### src/rtl/irq_agg_pkg.sv
`timescale 1ns/1ps
package irq_agg_pkg;
  typedef enum logic [1:0] {
    SEL_MAIN_CAUSE = 2'd0,
    SEL_MAIN_MASK  = 2'd1,
    SEL_BUS_CAUSE  = 2'd2,
    SEL_BUS_MASK   = 2'd3
  } reg_sel_e;

  // bit index of the error event of port p in group g
  function automatic int err_bit(input int g, input int p, input int stride);
    return 2 * p + stride * g;
  endfunction
endpackage

### src/rtl/irq_agg_pack.sv
`timescale 1ns/1ps
module irq_agg_pack #(
  parameter int NUM_GRP = 2,
  parameter int PORTS   = 4,
  parameter int STRIDE  = 9,
  parameter int DATA_W  = 32
) (
  input  logic [NUM_GRP*PORTS-1:0] err_i,
  input  logic [NUM_GRP*PORTS-1:0] done_i,
  input  logic [NUM_GRP-1:0]       coal_i,
  output logic [DATA_W-1:0]        set_o,
  output logic [DATA_W-1:0]        keep_o
);
  import irq_agg_pkg::*;

  localparam int COAL_OFS = STRIDE - 1;

  always_comb begin
    set_o  = '0;
    keep_o = '0;
    for (int g = 0; g < NUM_GRP; g++) begin
      for (int p = 0; p < PORTS; p++) begin
        set_o[err_bit(g, p, STRIDE)]      = err_i[g*PORTS+p];
        set_o[err_bit(g, p, STRIDE) + 1]  = done_i[g*PORTS+p];
        keep_o[err_bit(g, p, STRIDE)]     = 1'b1;
        keep_o[err_bit(g, p, STRIDE) + 1] = 1'b1;
      end
      set_o[STRIDE*g + COAL_OFS]  = coal_i[g];
      keep_o[STRIDE*g + COAL_OFS] = 1'b1;
    end
  end
endmodule

### src/rtl/irq_sticky_reg.sv
`timescale 1ns/1ps
module irq_sticky_reg #(
  parameter int W           = 32,
  parameter bit CLR_ON_ZERO = 1'b0
) (
  input  logic         clk,
  input  logic         rst,
  input  logic [W-1:0] set_i,
  input  logic [W-1:0] keep_i,
  input  logic         wr_i,
  input  logic [W-1:0] wdata_i,
  output logic [W-1:0] q_o
);
  logic [W-1:0] clr;

  generate
    if (CLR_ON_ZERO) begin : g_clr_zero
      assign clr = wr_i ? ~wdata_i : '0;
    end else begin : g_clr_one
      assign clr = wr_i ? wdata_i : '0;
    end
  endgenerate

  // set has priority over a same-cycle clear
  always_ff @(posedge clk) begin
    if (rst) q_o <= '0;
    else     q_o <= ((q_o & ~clr) | set_i) & keep_i;
  end
endmodule

### src/rtl/irq_cause_agg.sv
`timescale 1ns/1ps
module irq_cause_agg #(
  parameter int NUM_GRP = 2,
  parameter int PORTS   = 4,
  parameter int STRIDE  = 9,
  parameter int SUM_BIT = 18,
  parameter int DATA_W  = 32,
  parameter int SEC_W   = 8
) (
  input  logic                     clk,
  input  logic                     rst,
  input  logic [NUM_GRP*PORTS-1:0] port_err_pulse,
  input  logic [NUM_GRP*PORTS-1:0] port_done_pulse,
  input  logic [NUM_GRP-1:0]       coal_done_pulse,
  input  logic [SEC_W-1:0]         bus_err_pulse,
  input  logic [1:0]               reg_addr,
  input  logic                     reg_wr_en,
  input  logic                     reg_rd_en,
  input  logic [DATA_W-1:0]        reg_wdata,
  output logic [DATA_W-1:0]        reg_rdata,
  output logic                     irq_o
);
  import irq_agg_pkg::*;

  localparam logic [DATA_W-1:0] SUM_ONEHOT = DATA_W'(1) << SUM_BIT;

  reg_sel_e          sel;
  logic [DATA_W-1:0] set_word, keep_word, mask_writable;
  logic [DATA_W-1:0] main_cause_q, main_mask_q, cause_view;
  logic [SEC_W-1:0]  sec_cause_q, sec_mask_q;
  logic              sum_live;
  logic              wr_main_cause, wr_sec_cause;

  assign sel           = reg_sel_e'(reg_addr);
  assign wr_main_cause = reg_wr_en && (sel == SEL_MAIN_CAUSE);
  assign wr_sec_cause  = reg_wr_en && (sel == SEL_BUS_CAUSE);

  irq_agg_pack #(
    .NUM_GRP(NUM_GRP), .PORTS(PORTS), .STRIDE(STRIDE), .DATA_W(DATA_W)
  ) u_pack (
    .err_i(port_err_pulse), .done_i(port_done_pulse), .coal_i(coal_done_pulse),
    .set_o(set_word), .keep_o(keep_word)
  );

  irq_sticky_reg #(.W(DATA_W), .CLR_ON_ZERO(1'b0)) u_main_cause (
    .clk(clk), .rst(rst), .set_i(set_word), .keep_i(keep_word),
    .wr_i(wr_main_cause), .wdata_i(reg_wdata), .q_o(main_cause_q)
  );

  irq_sticky_reg #(.W(SEC_W), .CLR_ON_ZERO(1'b1)) u_sec_cause (
    .clk(clk), .rst(rst), .set_i(bus_err_pulse), .keep_i({SEC_W{1'b1}}),
    .wr_i(wr_sec_cause), .wdata_i(reg_wdata[SEC_W-1:0]), .q_o(sec_cause_q)
  );

  assign sum_live      = |(sec_cause_q & sec_mask_q);
  assign cause_view    = main_cause_q | (sum_live ? SUM_ONEHOT : '0);
  assign mask_writable = keep_word | SUM_ONEHOT;

  always_ff @(posedge clk) begin
    if (rst) begin
      main_mask_q <= '0;
      sec_mask_q  <= '0;
    end else if (reg_wr_en) begin
      if (sel == SEL_MAIN_MASK) main_mask_q <= reg_wdata & mask_writable;
      if (sel == SEL_BUS_MASK)  sec_mask_q  <= reg_wdata[SEC_W-1:0];
    end
  end

  always_ff @(posedge clk) begin
    if (rst) irq_o <= 1'b0;
    else     irq_o <= |(cause_view & main_mask_q);
  end

  always_ff @(posedge clk) begin
    if (rst) begin
      reg_rdata <= '0;
    end else if (reg_rd_en) begin
      unique case (sel)
        SEL_MAIN_CAUSE: reg_rdata <= cause_view;
        SEL_MAIN_MASK:  reg_rdata <= main_mask_q;
        SEL_BUS_CAUSE:  reg_rdata <= DATA_W'(sec_cause_q);
        SEL_BUS_MASK:   reg_rdata <= DATA_W'(sec_mask_q);
      endcase
    end
  end
endmodule

### config.mk
export PLATFORM = sky130hd
export DESIGN_NAME = irq_cause_agg
export DESIGN_NICKNAME = d
export VERILOG_FILES = /design/src/rtl/irq_agg_pkg.sv /design/src/rtl/irq_agg_pack.sv /design/src/rtl/irq_sticky_reg.sv /design/src/rtl/irq_cause_agg.sv
export SDC_FILE = /design/constraint.sdc
export NUM_CORES = 1
export LEC_CHECK = 0
export BUFFER_PORTS_ARGS = -buffer_cell sky130_fd_sc_hd__buf_2
export CAP_MARGIN = 20
export CELL_PAD_IN_SITES_DETAIL_PLACEMENT = 1
export CELL_PAD_IN_SITES_GLOBAL_PLACEMENT = 2
export CORE_MARGIN = 10
export CORE_UTILIZATION = 27
export CTS_BUF_LIST = sky130_fd_sc_hd__clkbuf_16
export CTS_CLUSTER_DIAMETER = 80
export CTS_CLUSTER_SIZE = 30
export DETAILED_ROUTE_END_ITERATION = 8
export GPL_TIMING_DRIVEN = 1
export PLACE_DENSITY_LB_ADDON = 0.05
export SLEW_MARGIN = 20
export SYNTH_ARGS = -nofsm -noshare
export SYNTH_HDL_FRONTEND = slang
export SYNTH_SLANG_ARGS = --single-unit
### constraint.sdc
create_clock -name clk -period 1.1 [get_ports clk]
set_input_delay 0.165 -clock clk [delete_from_list [all_inputs] [get_ports clk]]
set_output_delay 0.165 -clock clk [all_outputs]
set_load 0.005 [all_outputs]
# Word-level counts from Yosys, hierarchy flattened
# Index checks and enable logic that the tools add are counted.
# totals
regBits	86
output_inout_bits	33
in_bits	64
# op_classes
bitwise_logic	10
n_reduce_logical	7
n_mux	4
n_eq_ne	3
# op_table
op	count
$pmux W32 S4	1
$and A32 B19 Y32	1
$reduce_or A32 Y1	1
$mux W19	1
$or A18 B19 Y19	1
$and A18 B18 Y18	1
$mux W18	1
$not A18 Y18	1
$or A18 B18 Y18	1
$and A8 B8 Y8	2
$not A8 Y8	2
$mux W8	1
$or A8 B8 Y8	1
$reduce_or A8 Y1	1
$eq A2 B2 Y1 const B	2
$reduce_and A2 Y1	2
$eq A2 B1 Y1 const B	1
$logic_and A1 B1 Y1	2
$logic_not A2 Y1	1

# Depth between registers and ports, before layout
# depth
ltp_word	6
depth_mapped	7

# Modules after synthesis
# From an unflattened synthesis, not the netlist that was laid out.
# unflattened
hier_cells	568
hier_area_um2	5486.5
# modules_own_cells
module	n_inst	area_each_um2	cells_each
irq_cause_agg	1	3323.2	366
irq_sticky_reg (u_main_cause)	1	1253.7	103
irq_agg_pack	1	488.0	66
irq_sticky_reg (u_sec_cause)	1	421.7	33

# Least setup slack after synthesis
# No wires, ideal clock.
# synth_timing
path_type	input port to flip-flop
from	input reg_addr[1]
to	register reg_rdata[2]
setup_ns	0.128
cell_stages	5
t_required_ns	0.972
path_buffers	2
arrival_ns	1.057
path_slack_ns	-0.084
cell_sequence	buf_6 buf_12 mux4_2 mux2i_1 nor2_1
# synth_via
elab_chain_len	2
elab_cells_between_ends	5
cone_classes	3 x eq/ne; 1 x mux; 1 x reduce/logical
# synth_lines
element	line_no	rtl
start: declaration	irq_cause_agg.sv:16	input logic [1:0] reg_addr,
$eq A2 B2 Y1 (tied with other cells)	irq_cause_agg.sv:78	unique case (sel)
$pmux W32 S4 (*)	irq_cause_agg.sv:78	
end signal: assignment	irq_cause_agg.sv:79	SEL_MAIN_CAUSE: reg_rdata <= cause_view;
end signal: assignment	irq_cause_agg.sv:80	SEL_MAIN_MASK: reg_rdata <= main_mask_q;
end signal: assignment	irq_cause_agg.sv:81	SEL_BUS_CAUSE: reg_rdata <= DATA_W'(sec_cause_q);
end: declaration	irq_cause_agg.sv:20	output logic [DATA_W-1:0] reg_rdata,
# Mark *: on every way between the ends. The rest lies on a longest branch, timed or not. The select of a mux whose other input is x is not followed.
# A chain may end at the register's enable or synchronous reset.

# Final worst setup path
# layout_timing
from	register sec_mask_q[0]
to	register reg_rdata[0]
# layout_via
elab_chain_len	1
# layout_lines
element	line_no	rtl
start: declaration	irq_cause_agg.sv:30	logic [SEC_W-1:0] sec_cause_q, sec_mask_q;
start signal: assignment	irq_cause_agg.sv:65	if (sel == SEL_BUS_MASK) sec_mask_q <= reg_wdata[SEC_W-1:0];
$pmux W32 S4	irq_cause_agg.sv:78	
# No other way between the ends. The select of a mux whose other input is x is not followed.

==> run metrics <==
H-tree depth=3; ANT cells=0; Post-Syn Instances=353; CTS Buffer Depth=2; RSZ-0062 raised after global routing=yes; clock root buffer master=clkbuf_16; Synth warnings=0; die width=between 100 and 150 µm; layout cell share with drive strength beyond 1=a little over two fifths; Final setup viols=10; die area=roughly 0.016 mm²; CP startpoint kind=flop; Clock transition at path regs=about 0.060 ns; Rows=39; M1 GR Usage=between 10% and 20%; worst path required time=1.32 ns; final setup TNS=-0.928 ns; Tmin final=roughly 1.2 ns; # IOs=97; count of different cell masters after synthesis=28; DRT Pass-1 Iters=4; f_max=around 800 MHz; DP Area=approximately 0.0041 mm²; run status=complete, but fails checks; initial antenna violation count=0; Critical Path Max Stage Delay=0.45 ns; Post-layout nets=about 540; grt peak-use layer=met2; CP bufs+invs=1; vias in the first global route=~3,100; total length of routed wires=~11,000 µm; Die Y=~130 µm; maxcap violations=0; CP max-delay cell=mux4_2; Fin Hold WS=between 0.03 and 0.04 ns; post-DP HPWL=approximately 8000 µm; initial core utilization=around 28%; met2 GRT Util=between 20% and 30%; DRT iter0 DRCs=82; family with the most delay on the worst path=multiplexers; Final Hold Viols=0; Leak=about 2 nW; Slew Viols, Final=0; Crit path arrival time=roughly 1.4 ns; Antenna Violating Nets Remaining=0; Placer Congestion=~0.73; failing checks=negative setup slack; VDD IR max=roughly 0.64 mV; first-pass GRT wire length=between 15,000 and 20,000 µm; total gr overflow=0; Power, Total=7.05 mW; Vias/cell=~4.5; via count=approximately 2,800; area leader, netlist=dfxtp_1; clk_lat worst skew=about 0.33 ns; TritonCTS clock tree=done; min-delay worst type=input port to flop; average size of a mapped cell=slightly below 9 µm²; M3 GR Usage=between 2 and 3%; CTS Buf Count=9; #FFs+latches synth=73; final clock skew=0.00279 ns; Yosys top cell area share=approximately 46%; post-synthesis sequential area ratio=46.2%; largest net degree at the start of global routing=25; CP cell instances=buf_6 > mux4_2 > mux2i_1 > nor2_1; Mapped Area=around 0.0032 mm²; DRC=0; ratio of total power to cell area=1550 mW/mm²; setup slack after layout=-0.114 ns; crit-path max FO=2; Synth area leaders=dfxtp_1, a21oi_1, nand2_1; P&R area growth vs syn=44.1%; total core area=0.0114 mm²; Crit Path Class=flop to flop; period utilisation layout=110%; Port Buffers=70; clk sinks=73; CTS hold repair buffers=0; total track usage=a little over an eighth; CP endpoint kind=flop; finished layout cell area=roughly 0.0046 mm²; Avg WL per Cell=roughly 17 µm
[per-stage QoR]
step	utilization (%)	std cells	setup slack (ns)
after floorplan	-	365	-0.0728
after global placement	35.6	609	-0.306
after detailed placement	35.6	609	-0.342
after CTS	39.6	627	-0.119
after global routing	39.9	627	-0.192
final	39.9	627	-0.114
[cell type report]
cell class                 count  area (µm²)
fill                        1379        6860
multi-input combinational    251        1550
sequential                    73        1490
timing repair buffer         136         971
clock buffer                   9         225
tap                          143         179
clock inverter                 7         109
inverter                       8        30.0
[what timing repair did]
item	CTS	global route
pin swaps	9	10
endpoints found under the setup margin	10	37
setup buffers	2	0
gates resized for setup	45	10
[logic make-up after synthesis]
logic type,Yosys count,share of synthesized area [%]
AND/OR/NAND/NOR,125,17.2
buffers and inverters,41,8.08
flip-flops,73,46.2
other,1,0.119
AO/OA/AOI/OAI,78,13.5
multiplexers,35,14.9
[registers in the layout, indices dropped and copies added, names as in the netlist]
| name | flops |
|---|---|
| irq_o | 1 |
| main_mask_q | 19 |
| reg_rdata | 19 |
| sec_mask_q | 8 |
| u_main_cause.q_o | 18 |
| u_sec_cause.q_o | 8 |
[final timing paths]
| kind | startpoint | depth (start not counted) | slack (ns) | end |
|---|---|---|---|---|
| worst min register to register | reg_rdata[18] | 2 | 0.48 | reg_rdata[18] |
| worst min-delay path | port_done_pulse[0] | 3 | 0.04 | u_main_cause.q_o[1] |
| worst max-delay path | sec_mask_q[0] | 4 | -0.11 | reg_rdata[0] |
| worst max register to register | sec_mask_q[0] | 4 | -0.11 | reg_rdata[0] |
[routing by layer]
layer | wire length (µm) | share of wire [%]
met3 | 400 | 3.8
met1 | 5070 | 48
met5 | 0 | 0
met2 | 4930 | 46
met4 | 204 | 1.9
[tightest hold or removal path, cell delays in order]
cell	delay, ns
buf_2	0.07
a21oi_1	0.03
nor2_1	0.06
[synthesized netlist by cell type]
| cell type | number |
|---|---|
| inv_1 | 8 |
| a21oi_1 | 55 |
| a2111oi_0 | 1 |
| nor2_4 | 1 |
| nor2b_1 | 10 |
| nand2b_1 | 1 |
| mux4_1 | 2 |
| and2b_2 | 1 |
| mux2_2 | 10 |
| or2_2 | 1 |
| nand2_1 | 59 |
| buf_6 | 3 |
| buf_4 | 15 |
| dfxtp_1 | 73 |
| buf_2 | 5 |
| conb_1 | 1 |
| o21ai_0 | 9 |
| nand3_1 | 1 |
| mux4_2 | 6 |
| nor2_1 | 46 |
| nand3_2 | 1 |
| nand4_1 | 2 |
| clkbuf_1 | 9 |
| buf_12 | 1 |
| a22oi_1 | 13 |
| nand3b_1 | 1 |
| mux2i_1 | 17 |
| nor3b_4 | 1 |
[power by group]
part	internal, mW	leakage (nW)	switching [mW]
combinational	0.444	1.29	0.386
sequential	2.78	0.607	0.107
clock	2.19	0.167	1.13
total	5.42	2.06	1.62
[layout by cell type, fill, tap and decap left out, types with 2 or more instances in the layout]
cell type,netlist,final
buf_4,15,46
nand2_1,59,58
a22oi_1,13,2
conb_1,1,13
dfxtp_2,0,21
a21oi_1,55,54
bufinv_16,0,3
o21ai_0,9,8
buf_2,5,69
nor2b_1,10,10
buf_6,3,16
mux2i_1,17,17
dfxtp_1,73,52
a22oi_2,0,11
nand3_2,1,2
nor2_1,46,46
mux4_2,6,8
inv_1,8,8
buf_12,1,5
clkbuf_16,0,9
nand4_1,2,2
clkinv_2,0,3
mux2_2,10,10
(Power assumes the default switching activity.)
